`src/rtl/shr_pkg.sv`:
```
package shr_pkg;

    typedef enum logic [1:0] {
        SHR_LOGIC  = 2'b00,
        SHR_ARITH  = 2'b01,
        SHR_ROTATE = 2'b10,
        SHR_RSVD   = 2'b11
    } shr_op_e;

    localparam int CC_W   = 4;
    localparam int CC_C   = 0;
    localparam int CC_V   = 1;
    localparam int CC_Z   = 2;
    localparam int CC_N   = 3;

    // Build the flag nibble; overflow is derived from the new sign and carry.
    function automatic logic [CC_W-1:0] make_cc(input logic n, input logic z, input logic c);
        logic [CC_W-1:0] f;
        f        = '0;
        f[CC_N]  = n;
        f[CC_Z]  = z;
        f[CC_V]  = n ^ c;
        f[CC_C]  = c;
        return f;
    endfunction

endpackage

```
`src/rtl/shr_narrow.sv`:
```
module shr_narrow
    import shr_pkg::*;
#(
    parameter int DATA_W = 8
) (
    input  logic [DATA_W-1:0] a,
    input  shr_op_e           op,
    input  logic              cin,
    output logic [DATA_W-1:0] r,
    output logic              n,
    output logic              z,
    output logic              c
);
    localparam int MSB = DATA_W - 1;

    logic fill;

    always_comb begin
        case (op)
            SHR_ARITH:  fill = a[MSB];
            SHR_ROTATE: fill = cin;
            default:    fill = 1'b0;
        endcase
        r = {fill, a[MSB:1]};
        n = r[MSB];
        z = (r == '0);
        c = a[0];
    end

endmodule

```
`src/rtl/shr_wide.sv`:
```
module shr_wide #(
    parameter int WIDE_W = 16
) (
    input  logic [WIDE_W-1:0] a,
    output logic [WIDE_W-1:0] r,
    output logic              z,
    output logic              c
);
    genvar i;
    generate
        for (i = 0; i < WIDE_W - 1; i++) begin : g_bit
            assign r[i] = a[i+1];
        end
    endgenerate
    assign r[WIDE_W-1] = 1'b0;
    assign z           = (r == '0);
    assign c           = a[0];

endmodule

```
`src/rtl/shr_unit.sv`:
```
module shr_unit
    import shr_pkg::*;
#(
    parameter int DATA_W = 8,
    localparam int WIDE_W = 2 * DATA_W
) (
    input  logic              clk,
    input  logic              rst,
    input  logic              in_valid,
    input  logic              wide_sel,
    input  logic [1:0]        op_sel,
    input  logic [WIDE_W-1:0] operand,
    input  logic [CC_W-1:0]   cc_in,
    output logic [WIDE_W-1:0] result_q,
    output logic [CC_W-1:0]   cc_q
);
    typedef struct packed {
        logic [WIDE_W-1:0] res;
        logic [CC_W-1:0]   cc;
    } stage_t;

    stage_t  stage_d, stage_q;
    shr_op_e op_e;

    logic [DATA_W-1:0] nar_r;
    logic              nar_n, nar_z, nar_c;
    logic [WIDE_W-1:0] wid_r;
    logic              wid_z, wid_c;

    assign op_e = shr_op_e'(op_sel);

    shr_narrow #(.DATA_W(DATA_W)) u_narrow (
        .a   (operand[DATA_W-1:0]),
        .op  (op_e),
        .cin (cc_in[CC_C]),
        .r   (nar_r),
        .n   (nar_n),
        .z   (nar_z),
        .c   (nar_c)
    );

    shr_wide #(.WIDE_W(WIDE_W)) u_wide (
        .a (operand),
        .r (wid_r),
        .z (wid_z),
        .c (wid_c)
    );

    always_comb begin
        stage_d = stage_q;
        if (in_valid) begin
            // pass-through default: reserved op and wide non-logical ops
            stage_d.res = operand;
            stage_d.cc  = cc_in;
            if (wide_sel) begin
                if (op_e == SHR_LOGIC) begin
                    stage_d.res = wid_r;
                    stage_d.cc  = make_cc(1'b0, wid_z, wid_c);
                end
            end else if (op_e != SHR_RSVD) begin
                stage_d.res = {{DATA_W{1'b0}}, nar_r};
                stage_d.cc  = make_cc(nar_n, nar_z, nar_c);
            end
        end
    end

    always_ff @(posedge clk) begin
        if (rst) stage_q <= '0;
        else     stage_q <= stage_d;
    end

    assign result_q = stage_q.res;
    assign cc_q     = stage_q.cc;

endmodule

```
`config.mk`:
```
export PLATFORM = sky130hd
export DESIGN_NAME = shr_unit
export DESIGN_NICKNAME = d
export VERILOG_FILES = /design/src/rtl/shr_pkg.sv /design/src/rtl/shr_narrow.sv /design/src/rtl/shr_wide.sv /design/src/rtl/shr_unit.sv
export SDC_FILE = /design/constraint.sdc
export NUM_CORES = 1
export LEC_CHECK = 0
export ABC_CLOCK_PERIOD_IN_PS = 1750
export BUFFER_PORTS_ARGS = -buffer_cell sky130_fd_sc_hd__buf_2
export CAP_MARGIN = 20
export CORE_MARGIN = 2
export CORE_UTILIZATION = 52
export CTS_CLUSTER_DIAMETER = 30
export DETAILED_ROUTE_END_ITERATION = 7
export PLACE_DENSITY_LB_ADDON = 0.2
export SLEW_MARGIN = 10
export SYNTH_ARGS = -nofsm -noshare
export SYNTH_HDL_FRONTEND = slang
export SYNTH_HIERARCHICAL = 1
export SYNTH_SLANG_ARGS = --single-unit
export TNS_END_PERCENT = 5
```
`constraint.sdc`:
```
create_clock -name clk -period 1.75 [get_ports clk]
set_clock_uncertainty 0.1 [all_clocks]
set_input_delay 0 -clock clk [delete_from_list [all_inputs] [get_ports clk]]
set_output_delay 0 -clock clk [all_outputs]
set_load 0.02 [all_outputs]
```
==> out/qor.txt <==
Outcome -> completed
Worst Path Required -> 1.92 ns
Reg-to-reg critical path endpoint -> result_q[13]$_SDFFE_PP0P_
Distinct cells, synth -> 38
Crit path cell chain -> buf_2 > buf_4 > nand2b_4 > nor2_4 > nand2_1 > a311oi_1 > dlygate4sd3_1
CTS sink count -> 20
HP Class -> in -> reg
Area delta synth->final -> 14.2%
Reg-to-reg slack, setup -> 0.31 ns
Met3 Usage GRT -> 2.84%
Post-route ant nets -> 0
Number of synthesized flops with an enable pin -> 0
CP max FO -> 15
Starting DRC count in detailed routing -> 52
Leakage -> 0.748 nW
Finished Core Util -> 61.1%
# port buffers -> 45
Syn. warnings -> 6
Die W -> 59.3 microns
Final Net Count -> 242
Slew @ Worst Pin -> 0.521 ns
Vias per std cell -> 5.90
Synthesized cell area -> 0.00159 sq mm
Antenna fix cells -> 0
Pre-CTS setup slack -> 0.0133 ns
Global route overflow -> 0
Most frequently used flop master after synthesis -> dfxtp_1
CTS Buf Count -> 3
Post-synthesis register bit count -> 20
Clock transition at path regs -> 0.13 ns
Post-Synthesis Cells -> 183
Comb power frac -> 29.9%
Drt total wl -> 3760 microns
Hpwl dp -> 2640 microns
Die ar. -> 0.00352 sq mm
PwrDens -> 700 mW/mm^2
Worst setup margin -> 0.204 ns
Worst slew margin -> 65.3%
Vias in the first global route -> 1331
Total core area -> 0.00298 sq mm
Startpoint types -> primary input
Internal power -> 0.885 mW
Layout cell share with drive strength beyond 1 -> 35.7%
Period utilization -> 88.4%
RSZ-0062 raised after global routing -> false
Worst Path Arrival -> 1.71 ns
# rows -> 20
Routed WL per cell -> 15.3 microns
Reg power frac -> 39.4%
Register area share after synthesis -> 25.2%
Final Hold Viols -> 0
Initial Util -> 53.4%
CP peak stage delay -> 0.60 ns
Hold path depth -> 3
# Max-Cap Violations -> 0
Setup TNS -> 0 ns
DR vias -> 1451
Grt peak-use layer -> met2
Maximum resistive drop on vdd -> 0.400 mV
First-pass GRT wire length -> 6020 microns
Residual DRC -> 0
Worst r2r src -> result_q[13]$_SDFFE_PP0P_
Kind of critical path -> in -> reg
Worst skew pair latency -> 0.31 ns
Achievable Freq -> 0.647 GHz
Async set-reset flop share out of synthesis -> 0%
Syn_nets -> 211
Die height -> 59.3 microns
GPL Wtd Cong -> 0.834
Post-CTS Setup Repair Bufs -> 0
Antenna violations before repair -> 0
Met2 Use GR -> 36.7%
GRT Resource Usage Total -> 21.9%
Min-delay src -> operand[3]
Crit end category -> flip-flop
Worst-case clock buffer depth -> 2
Root Buffer -> clkbuf_4
Post-layout min period -> 1.55 ns
Largest net degree at the start of global routing -> 22
Sw power -> 0.388 mW
Average instance area after synthesis -> 8.70 sq um
H-tree depth -> 1
Reg2Reg Depth -> 3
GR Util met1 -> 29.4%
Hold EP -> result_q[3]$_SDFFE_PP0P_
CP max stage cell -> dlygate4sd3_1
Pre-antenna DRT Iters -> 4
Switching share of power -> 30.5%
Fin. max-slew vios -> 0
Final setup fails -> 0
Clock Power Share -> 30.7%
IO Pins -> 46
CTS tree -> yes
==> cells in the mapped netlist (2+ instances only) <==
master / number / area share [%]
a311oi_1: 8 / 4.4
nand2_1: 16 / 3.8
buf_2: 5 / 1.6
inv_1: 3 / 0.71
nor2_1: 12 / 2.8
ha_1: 2 / 1.6
clkbuf_1: 5 / 1.2
dfxtp_1: 20 / 25
o31a_1: 10 / 5.5
nand2b_1: 12 / 4.7
o221ai_2: 10 / 9.4
buf_6: 5 / 3.5
buf_4: 26 / 12
o22a_1: 9 / 5.0
a21oi_1: 13 / 4.1
a22oi_1: 2 / 0.94
nor3_1: 2 / 0.63
nor4_1: 3 / 1.2
==> flip-flops by register name, indices dropped and copies added (netlist names) <==
register  cells
cc_q          4
result_q     16
==> power groups by stage <==
stage / Combinational [mW] / Sequential, mW / Clock, mW
after global routing: 0.412 / 0.506 / 0.406
after global placement: 0.340 / 0.511 / 0
after CTS: 0.378 / 0.503 / 0.401
final: 0.380 / 0.502 / 0.391
after detailed placement: 0.350 / 0.513 / 0
after floorplan: 0.243 / 0.554 / 0
==> cell families after synthesis <==
kind of cell	count (synthesis)	synth area share [%]
adders and majority gates	3	2.44
and+or+nand+nor	56	19.2
AOI/OAI and AO/OA	58	33.2
buffers and inverters	44	19.3
other	1	0.236
xor gates and xnor gates	1	0.550
DFF	20	25.2
==> metrics by stage <==
step,cells,hold WS [ns],power [mW],instance area [sq um]
after floorplan,183,0.0592,0.797,1590
after global placement,227,0.189,0.851,1620
after detailed placement,227,0.197,0.862,1620
after CTS,246,0.0107,1.28,1820
after global routing,246,0.0236,1.32,1820
final,246,0.0116,1.27,1820
==> per-layer routing <==
layer | routed length (microns) | vias up
met5 | 0 | -
met4 | 30 | 0
met3 | 169 | 6
met2 | 1940 | 45
met1 | 1620 | 692
li1 | - | 708
==> worst max path at each step <==
stage	startpoint	endpoint	slack [ns]
6_report	wide_sel	result_q[13]$_SDFFE_PP0P_	0.20
5_1_grt	operand[9]	cc_q[2]$_SDFFE_PP0P_	0.13
4_1_cts	operand[9]	cc_q[2]$_SDFFE_PP0P_	0.28
3_5_place_dp	op_sel[0]	cc_q[1]$_SDFFE_PP0P_	0.01
3_3_place_gp	op_sel[0]	cc_q[1]$_SDFFE_PP0P_	0.21
2_1_floorplan	op_sel[0]	cc_q[1]$_SDFFE_PP0P_	0.47
==> area by class of cell <==
cell class                 instances  area, sq um
inverter                           3         11.3
fill                             287         1160
multi-input combinational        119          885
tap                               33         41.3
clock buffer                       3         22.5
timing repair buffer              67          428
clock inverter                     1         30.0
sequential                        20          400
==> what timing repair did <==
action	CTS	global route
setup endpoints to repair	0	0
resized for setup	0	0
hold buffers	15	0
endpoints found under the hold margin	12	0
==> layout by cell type, fill, tap and decap left out, types with 8 or more instances in the layout <==
cell type / Yosys / final
a21oi_1: 13 / 13
a311oi_1: 8 / 8
buf_2: 5 / 45
dfxtp_1: 20 / 20
dlygate4sd3_1: 0 / 15
nand2_1: 16 / 16
nand2b_1: 12 / 12
nor2_1: 12 / 12
o221ai_2: 10 / 10
o22a_1: 9 / 9
o31a_1: 10 / 10
==> worst max-delay path, delay by kind of cell <==
kind,cells,cell delay (ns)
and+or+nand+nor,3,0.40
AOI/OAI and AO/OA,1,0.31
buffers and inverters,3,1.00
No activity file was read; power rests on OpenSTA's default activity.
